### src/rtl/lsq_pkg.sv
package lsq_pkg;

  typedef enum logic [1:0] {
    ADM_OK       = 2'd0,
    ADM_LQ_BLOCK = 2'd1,
    ADM_SQ_BLOCK = 2'd2
  } adm_status_e;

  localparam int unsigned NUM_QUEUES = 2;
  localparam int unsigned Q_LOAD     = 0;
  localparam int unsigned Q_STORE    = 1;

endpackage

### src/rtl/lsq_occ_counter.sv
module lsq_occ_counter #(
  parameter int unsigned CNT_W = 8
) (
  input  logic             clk,
  input  logic             rst_n,
  input  logic [CNT_W-1:0] size,
  input  logic             inc,
  input  logic             dec,
  output logic [CNT_W-1:0] used,
  output logic             empty,
  output logic             full,
  output logic             at_cap,
  output logic             underflow
);

  localparam logic [CNT_W-1:0] CAP = {CNT_W{1'b1}};

  logic             dec_ok;
  logic [CNT_W-1:0] used_d;

  // a release is honoured only when there is something to release
  assign dec_ok = dec && (used != '0);

  always_comb begin
    used_d = used;
    unique case ({inc, dec_ok})
      2'b10:   used_d = used + 1'b1;
      2'b01:   used_d = used - 1'b1;
      default: used_d = used;
    endcase
  end

  always_ff @(posedge clk) begin
    if (!rst_n) begin
      used      <= '0;
      underflow <= 1'b0;
    end else begin
      used <= used_d;
      if (dec && (used == '0)) underflow <= 1'b1;
    end
  end

  assign empty  = (used == '0);
  assign full   = (size != '0) && (used == size);
  assign at_cap = (used == CAP);


  underflow_hold_chk: assert property (@(posedge clk) disable iff (!rst_n)
    (dec && !inc && used == '0) |=> (used == '0) && underflow);


  err_sticky_chk: assert property (@(posedge clk) disable iff (!rst_n)
    underflow |=> underflow);


  same_cycle_hold_chk: assert property (@(posedge clk) disable iff (!rst_n)
    (inc && dec && used != '0) |=> $stable(used));


  inc_step_chk: assert property (@(posedge clk) disable iff (!rst_n)
    (inc && !dec) |=> (used == $past(used) + 1'b1));

endmodule

### src/rtl/lsq_admit_arb.sv
module lsq_admit_arb
  import lsq_pkg::*;
(
  input  logic        need_ld,
  input  logic        need_st,
  input  logic        lq_block,
  input  logic        sq_block,
  output adm_status_e code,
  output logic        grant
);

  logic ld_stop;
  logic st_stop;

  assign ld_stop = need_ld && lq_block;
  assign st_stop = need_st && sq_block;

  // load-side refusal outranks store-side refusal
  always_comb begin
    if (ld_stop)      code = ADM_LQ_BLOCK;
    else if (st_stop) code = ADM_SQ_BLOCK;
    else              code = ADM_OK;
  end

  assign grant = !ld_stop && !st_stop;

endmodule

### src/rtl/lsq_admit_tracker.sv
module lsq_admit_tracker
  import lsq_pkg::*;
#(
  parameter int unsigned CNT_W = 8
) (
  input  logic             clk,
  input  logic             rst_n,
  input  logic [CNT_W-1:0] cfg_lq_size,
  input  logic [CNT_W-1:0] cfg_sq_size,
  input  logic             disp_valid,
  output logic             disp_ready,
  input  logic             disp_may_load,
  input  logic             disp_may_store,
  input  logic             ld_release,
  input  logic             st_release,
  output logic [1:0]       status,
  output logic [CNT_W-1:0] lq_used,
  output logic [CNT_W-1:0] sq_used,
  output logic             lq_empty,
  output logic             lq_full,
  output logic             sq_empty,
  output logic             sq_full,
  output logic             release_err
);

  logic [CNT_W-1:0] q_size  [NUM_QUEUES];
  logic [CNT_W-1:0] q_used  [NUM_QUEUES];
  logic             q_need  [NUM_QUEUES];
  logic             q_rel   [NUM_QUEUES];
  logic             q_empty [NUM_QUEUES];
  logic             q_full  [NUM_QUEUES];
  logic             q_cap   [NUM_QUEUES];
  logic             q_err   [NUM_QUEUES];
  logic             q_block [NUM_QUEUES];
  logic             accept;
  logic             grant;
  adm_status_e      code;

  assign q_size[Q_LOAD]  = cfg_lq_size;
  assign q_size[Q_STORE] = cfg_sq_size;
  assign q_need[Q_LOAD]  = disp_may_load;
  assign q_need[Q_STORE] = disp_may_store;
  assign q_rel[Q_LOAD]   = ld_release;
  assign q_rel[Q_STORE]  = st_release;

  assign accept = disp_valid && grant;

  for (genvar q = 0; q < NUM_QUEUES; q++) begin : g_queue
    lsq_occ_counter #(.CNT_W(CNT_W)) u_ctr (
      .clk       (clk),
      .rst_n     (rst_n),
      .size      (q_size[q]),
      .inc       (accept && q_need[q]),
      .dec       (q_rel[q]),
      .used      (q_used[q]),
      .empty     (q_empty[q]),
      .full      (q_full[q]),
      .at_cap    (q_cap[q]),
      .underflow (q_err[q])
    );
    assign q_block[q] = q_full[q] || q_cap[q];
  end

  lsq_admit_arb u_arb (
    .need_ld  (disp_may_load),
    .need_st  (disp_may_store),
    .lq_block (q_block[Q_LOAD]),
    .sq_block (q_block[Q_STORE]),
    .code     (code),
    .grant    (grant)
  );

  assign disp_ready  = grant;
  assign status      = code;
  assign lq_used     = q_used[Q_LOAD];
  assign sq_used     = q_used[Q_STORE];
  assign lq_empty    = q_empty[Q_LOAD];
  assign lq_full     = q_full[Q_LOAD];
  assign sq_empty    = q_empty[Q_STORE];
  assign sq_full     = q_full[Q_STORE];
  assign release_err = q_err[Q_LOAD] || q_err[Q_STORE];


  no_mem_avail_chk: assert property (@(posedge clk) disable iff (!rst_n)
    (!disp_may_load && !disp_may_store) |-> (status == 2'd0) && disp_ready);


  no_overflow_chk: assert property (@(posedge clk) disable iff (!rst_n)
    (disp_valid && disp_ready && disp_may_load) |-> !lq_full);


  no_st_overflow_chk: assert property (@(posedge clk) disable iff (!rst_n)
    (disp_valid && disp_ready && disp_may_store) |-> !sq_full);


  both_full_code_chk: assert property (@(posedge clk) disable iff (!rst_n)
    (disp_may_load && disp_may_store && lq_full && sq_full) |-> (status == 2'd1));


  unbounded_chk: assert property (@(posedge clk) disable iff (!rst_n)
    (cfg_lq_size == '0) |-> !lq_full);


  code_range_chk: assert property (@(posedge clk) disable iff (!rst_n)
    (status != 2'd3) && (disp_ready == (status == 2'd0)));

endmodule

### config.mk
export PLATFORM = sky130hd
export DESIGN_NAME = lsq_admit_tracker
export DESIGN_NICKNAME = d
export VERILOG_FILES = /design/src/rtl/lsq_pkg.sv /design/src/rtl/lsq_occ_counter.sv /design/src/rtl/lsq_admit_arb.sv /design/src/rtl/lsq_admit_tracker.sv
export SDC_FILE = /design/constraint.sdc
export NUM_CORES = 1
export LEC_CHECK = 0
export BUFFER_PORTS_ARGS = -buffer_cell sky130_fd_sc_hd__buf_2
export CAP_MARGIN = 20
export CORE_UTILIZATION = 53
export DETAILED_ROUTE_END_ITERATION = 8
export PLACE_DENSITY = 0.81
export SLEW_MARGIN = 20
export SYNTH_ARGS = -nofsm -noshare
export SYNTH_HDL_FRONTEND = slang
export SYNTH_HIERARCHICAL = 1
export SYNTH_SLANG_ARGS = --single-unit
### constraint.sdc
create_clock -name clk -period 4.4 [get_ports clk]
set_input_delay 0.44 -clock clk [delete_from_list [all_inputs] [get_ports clk]]
set_output_delay 0.44 -clock clk [all_outputs]
set_load 0.02 [all_outputs]
==> impl_metrics.env <==
export IMPL_final_common_cell="buf_2"
export IMPL_tns_ns=0
export IMPL_p_total_mw=1.17
export IMPL_cts_hold_buf=0
export IMPL_synth_edf_count=0
export IMPL_grt_remaining_overflow=0
export IMPL_path_max_fanout=10
export IMPL_drive_gt1_frac=0.242
export IMPL_dp_hpwl_microns=2870
export IMPL_wl_microns=3680
export IMPL_htreeDepth=1
export IMPL_worstHoldPathCells=3
export IMPL_grt_pass1_wl_microns=5890
export IMPL_syn_to_final_growth_pct=15.8
export IMPL_powerDensity_nw_per_um2=583
export IMPL_clk_pin_slew_worst_paths_ns=0.11
export IMPL_dr_total_vias=1656
export IMPL_period_minus_slack_ns=3.72
export IMPL_max_slew_margin=0.670
export IMPL_finClkSkew_ns=0.00321
export IMPL_synth_warnings=6
export IMPL_cp_cell_sequence="or3_1, nor2_1, nor2_1, nor2_1, nor3_1, or2_1, and2_4, a21oi_2, and3_1, inv_1, ha_1, ha_1, nand2_1, nor3_1, mux2_4, and3_1, o21a_1"
export IMPL_cpPeakStageDelay_ns=0.45
export IMPL_die_x_microns=59.1
export IMPL_clock_latency_ns=0.29
export IMPL_postCtsSetupRepairBufs=0
export IMPL_io_pins=47
export IMPL_ant_nets=0
export IMPL_cts_tree="done"
export IMPL_rsz0062_at_grt="false"
export IMPL_drv_cap=0
export IMPL_p_int_mw=0.594
export IMPL_clkPwrFrac=0.091
export IMPL_crit_required_ns=4.60
export IMPL_nets=296
export IMPL_post_route_drc_count=0
export IMPL_synth_cell_types=43
export IMPL_grt_total_usage=0.217
export IMPL_routabilityCongestion=0.815
export IMPL_syn_area_sq_um=1730
export IMPL_leakage_nw=0.906
export IMPL_slew_violations=0
export IMPL_cts_made_buffers=3
export IMPL_cpMaxStageDelayCell="ha_1"
export IMPL_design_area_sq_um=2000
export IMPL_fp_row_count=20
export IMPL_grt_max_degree=29
export IMPL_layout_common_cells="buf_2, dfxtp_1, xnor2_1"
export IMPL_synth_seq_area_share=0.208
export IMPL_clockRootBuffer="clkbuf_4"
export IMPL_synth_cells=214
export IMPL_p_comb_frac=0.660
export IMPL_critical_path_class="register to register"
export IMPL_seqPwrFrac=0.249
export IMPL_antenna_found_initial=0
export IMPL_synth_async_reset_ratio=0
export IMPL_crit_family="simple AND/OR/NAND/NOR gates"
export IMPL_worstMarginPinSlew_ns=0.496
export IMPL_ys_ff_latch=18
export IMPL_start_kind="register"
export IMPL_swShare=0.492
export IMPL_post_route_period_util=0.845
export IMPL_start_util=0.562
export IMPL_dpl_instance_area_sq_um=1970
export IMPL_syn_nets=253
export IMPL_hp_class="input port to register"
export IMPL_path_buf_inv=1
export IMPL_avgSynthCellArea_sq_um=8.09
export IMPL_cp_depth=17
export IMPL_end_kind="register"
export IMPL_crit_top_cell="nor2_1"
export IMPL_finalHoldViolations=0
export IMPL_wire_per_inst_microns=12.3
export IMPL_dieArea_sq_um=3500
export IMPL_cp_arrival_ns=3.92
export IMPL_port_buffers=46
export IMPL_fmax_ghz=0.269
export IMPL_synth_main_ff_cell="dfxtp_1"
export IMPL_drtIter0Drc=42
export IMPL_peakVddDrop_mv=0.243
export IMPL_reg2regPathDepth=17
export IMPL_dpl_cell_count=296
export IMPL_p_switching_mw=0.575
export IMPL_routed_via_density=5.52
export IMPL_n_antenna_cell=0
export IMPL_core_area_sq_um=3080
export IMPL_status="finished clean"
export IMPL_clock_sinks=18
export IMPL_setup_violations=0
export IMPL_dr_pass1_iters=4
export IMPL_cts_buffer_depth=2
export IMPL_grt_pass1_vias=1368
export IMPL_post_cts_resized=0
export IMPL_die_height_microns=59.1
export IMPL_fin_cells=300
-- final timing paths --
| path | endpoint | from | slack (ns) |
|---|---|---|---|
| max | g_queue[1].u_ctr/used[7] | g_queue[0].u_ctr/used[5] | 0.68 |
| min | g_queue[0].u_ctr/underflow | ld_release | 0.40 |
| max reg2reg | g_queue[1].u_ctr/used[7] | g_queue[0].u_ctr/used[5] | 0.68 |
| min reg2reg | g_queue[0].u_ctr/underflow | g_queue[0].u_ctr/underflow | 0.50 |
-- power by group through the flow --
| stage | clock network (mW) | registers (mW) | logic (mW) |
|---|---|---|---|
| after global routing | 0.116 | 0.301 | 0.848 |
| after global placement | 0 | 0.294 | 0.742 |
| after detailed placement | 0 | 0.295 | 0.768 |
| after CTS | 0.109 | 0.290 | 0.771 |
| final | 0.106 | 0.291 | 0.772 |
| after floorplan | 0 | 0.315 | 0.576 |
-- sequential cells by signal, summed over array words and instances, names as in the netlist --
| register | flops |
|---|---|
| g_queue.u_ctr/underflow | 2 |
| g_queue.u_ctr/used | 16 |
-- worst register-to-register path, stage by stage (launching register included) --
cell,delay (ns)
dfxtp_1,0.40
or3_1,0.43
nor2_1,0.12
nor2_1,0.04
nor2_1,0.08
nor3_1,0.06
or2_1,0.21
and2_4,0.15
a21oi_2,0.12
and3_1,0.16
inv_1,0.04
ha_1,0.32
ha_1,0.45
nand2_1,0.07
nor3_1,0.31
mux2_4,0.34
and3_1,0.17
o21a_1,0.17
-- metrics by stage --
step,util,setup WS (ns),hold slack (ns)
after CTS,0.651,0.710,0.395
final,0.651,0.680,0.403
after global routing,0.651,0.425,0.404
after global placement,0.639,0.530,0.464
after detailed placement,0.639,0.490,0.476
after floorplan,-,0.570,0.451
-- synth_stat cells (3+ instances only) --
library cell   n  area (sq um)
dfxtp_1       18           360
xnor2_1       16           140
nand2_1       15          56.3
ha_1          14           175
nor2_1        12          45.0
a21oi_1       10          50.1
and2_1        10          62.6
inv_1         10          37.5
nand3_1        8          40.0
o21a_1         8          60.1
and3_1         6          37.5
nand4_1        6          37.5
nor2b_1        6          37.5
nor3_1         6          30.0
o21ai_0        6          30.0
a31oi_1        4          25.0
clkbuf_1       4          15.0
o2111ai_1      4          35.0
or4_1          4          30.0
xor2_1         4          35.0
or2_1          3          18.8
-- area by class of cell --
class	instances	area, sq um
repair buffers	47	238
well taps	44	55.1
flip-flops and latches	18	360
inverters	10	37.5
fillers	280	1070
multi-input cells	177	1280
clock buffers	4	36.3
-- layer usage --
layer  vias up  part of all wire  GRT usage
met3         2             0.040     0.0218
li1        862                 -          -
met5         -                 0          0
met4         0            0.0073     0.0714
met2        36              0.42      0.351
met1       756              0.53      0.304
-- logic make-up after synthesis --
family / after synthesis / share of synthesized area
and+or+nand+nor: 92 / 0.309
buffers and inverters: 19 / 0.0535
adders and majority gates: 16 / 0.124
DFF: 18 / 0.208
muxes: 2 / 0.0174
xor gates and xnor gates: 20 / 0.101
AOI/OAI and AO/OA: 47 / 0.186
(Power assumes the default switching activity.)
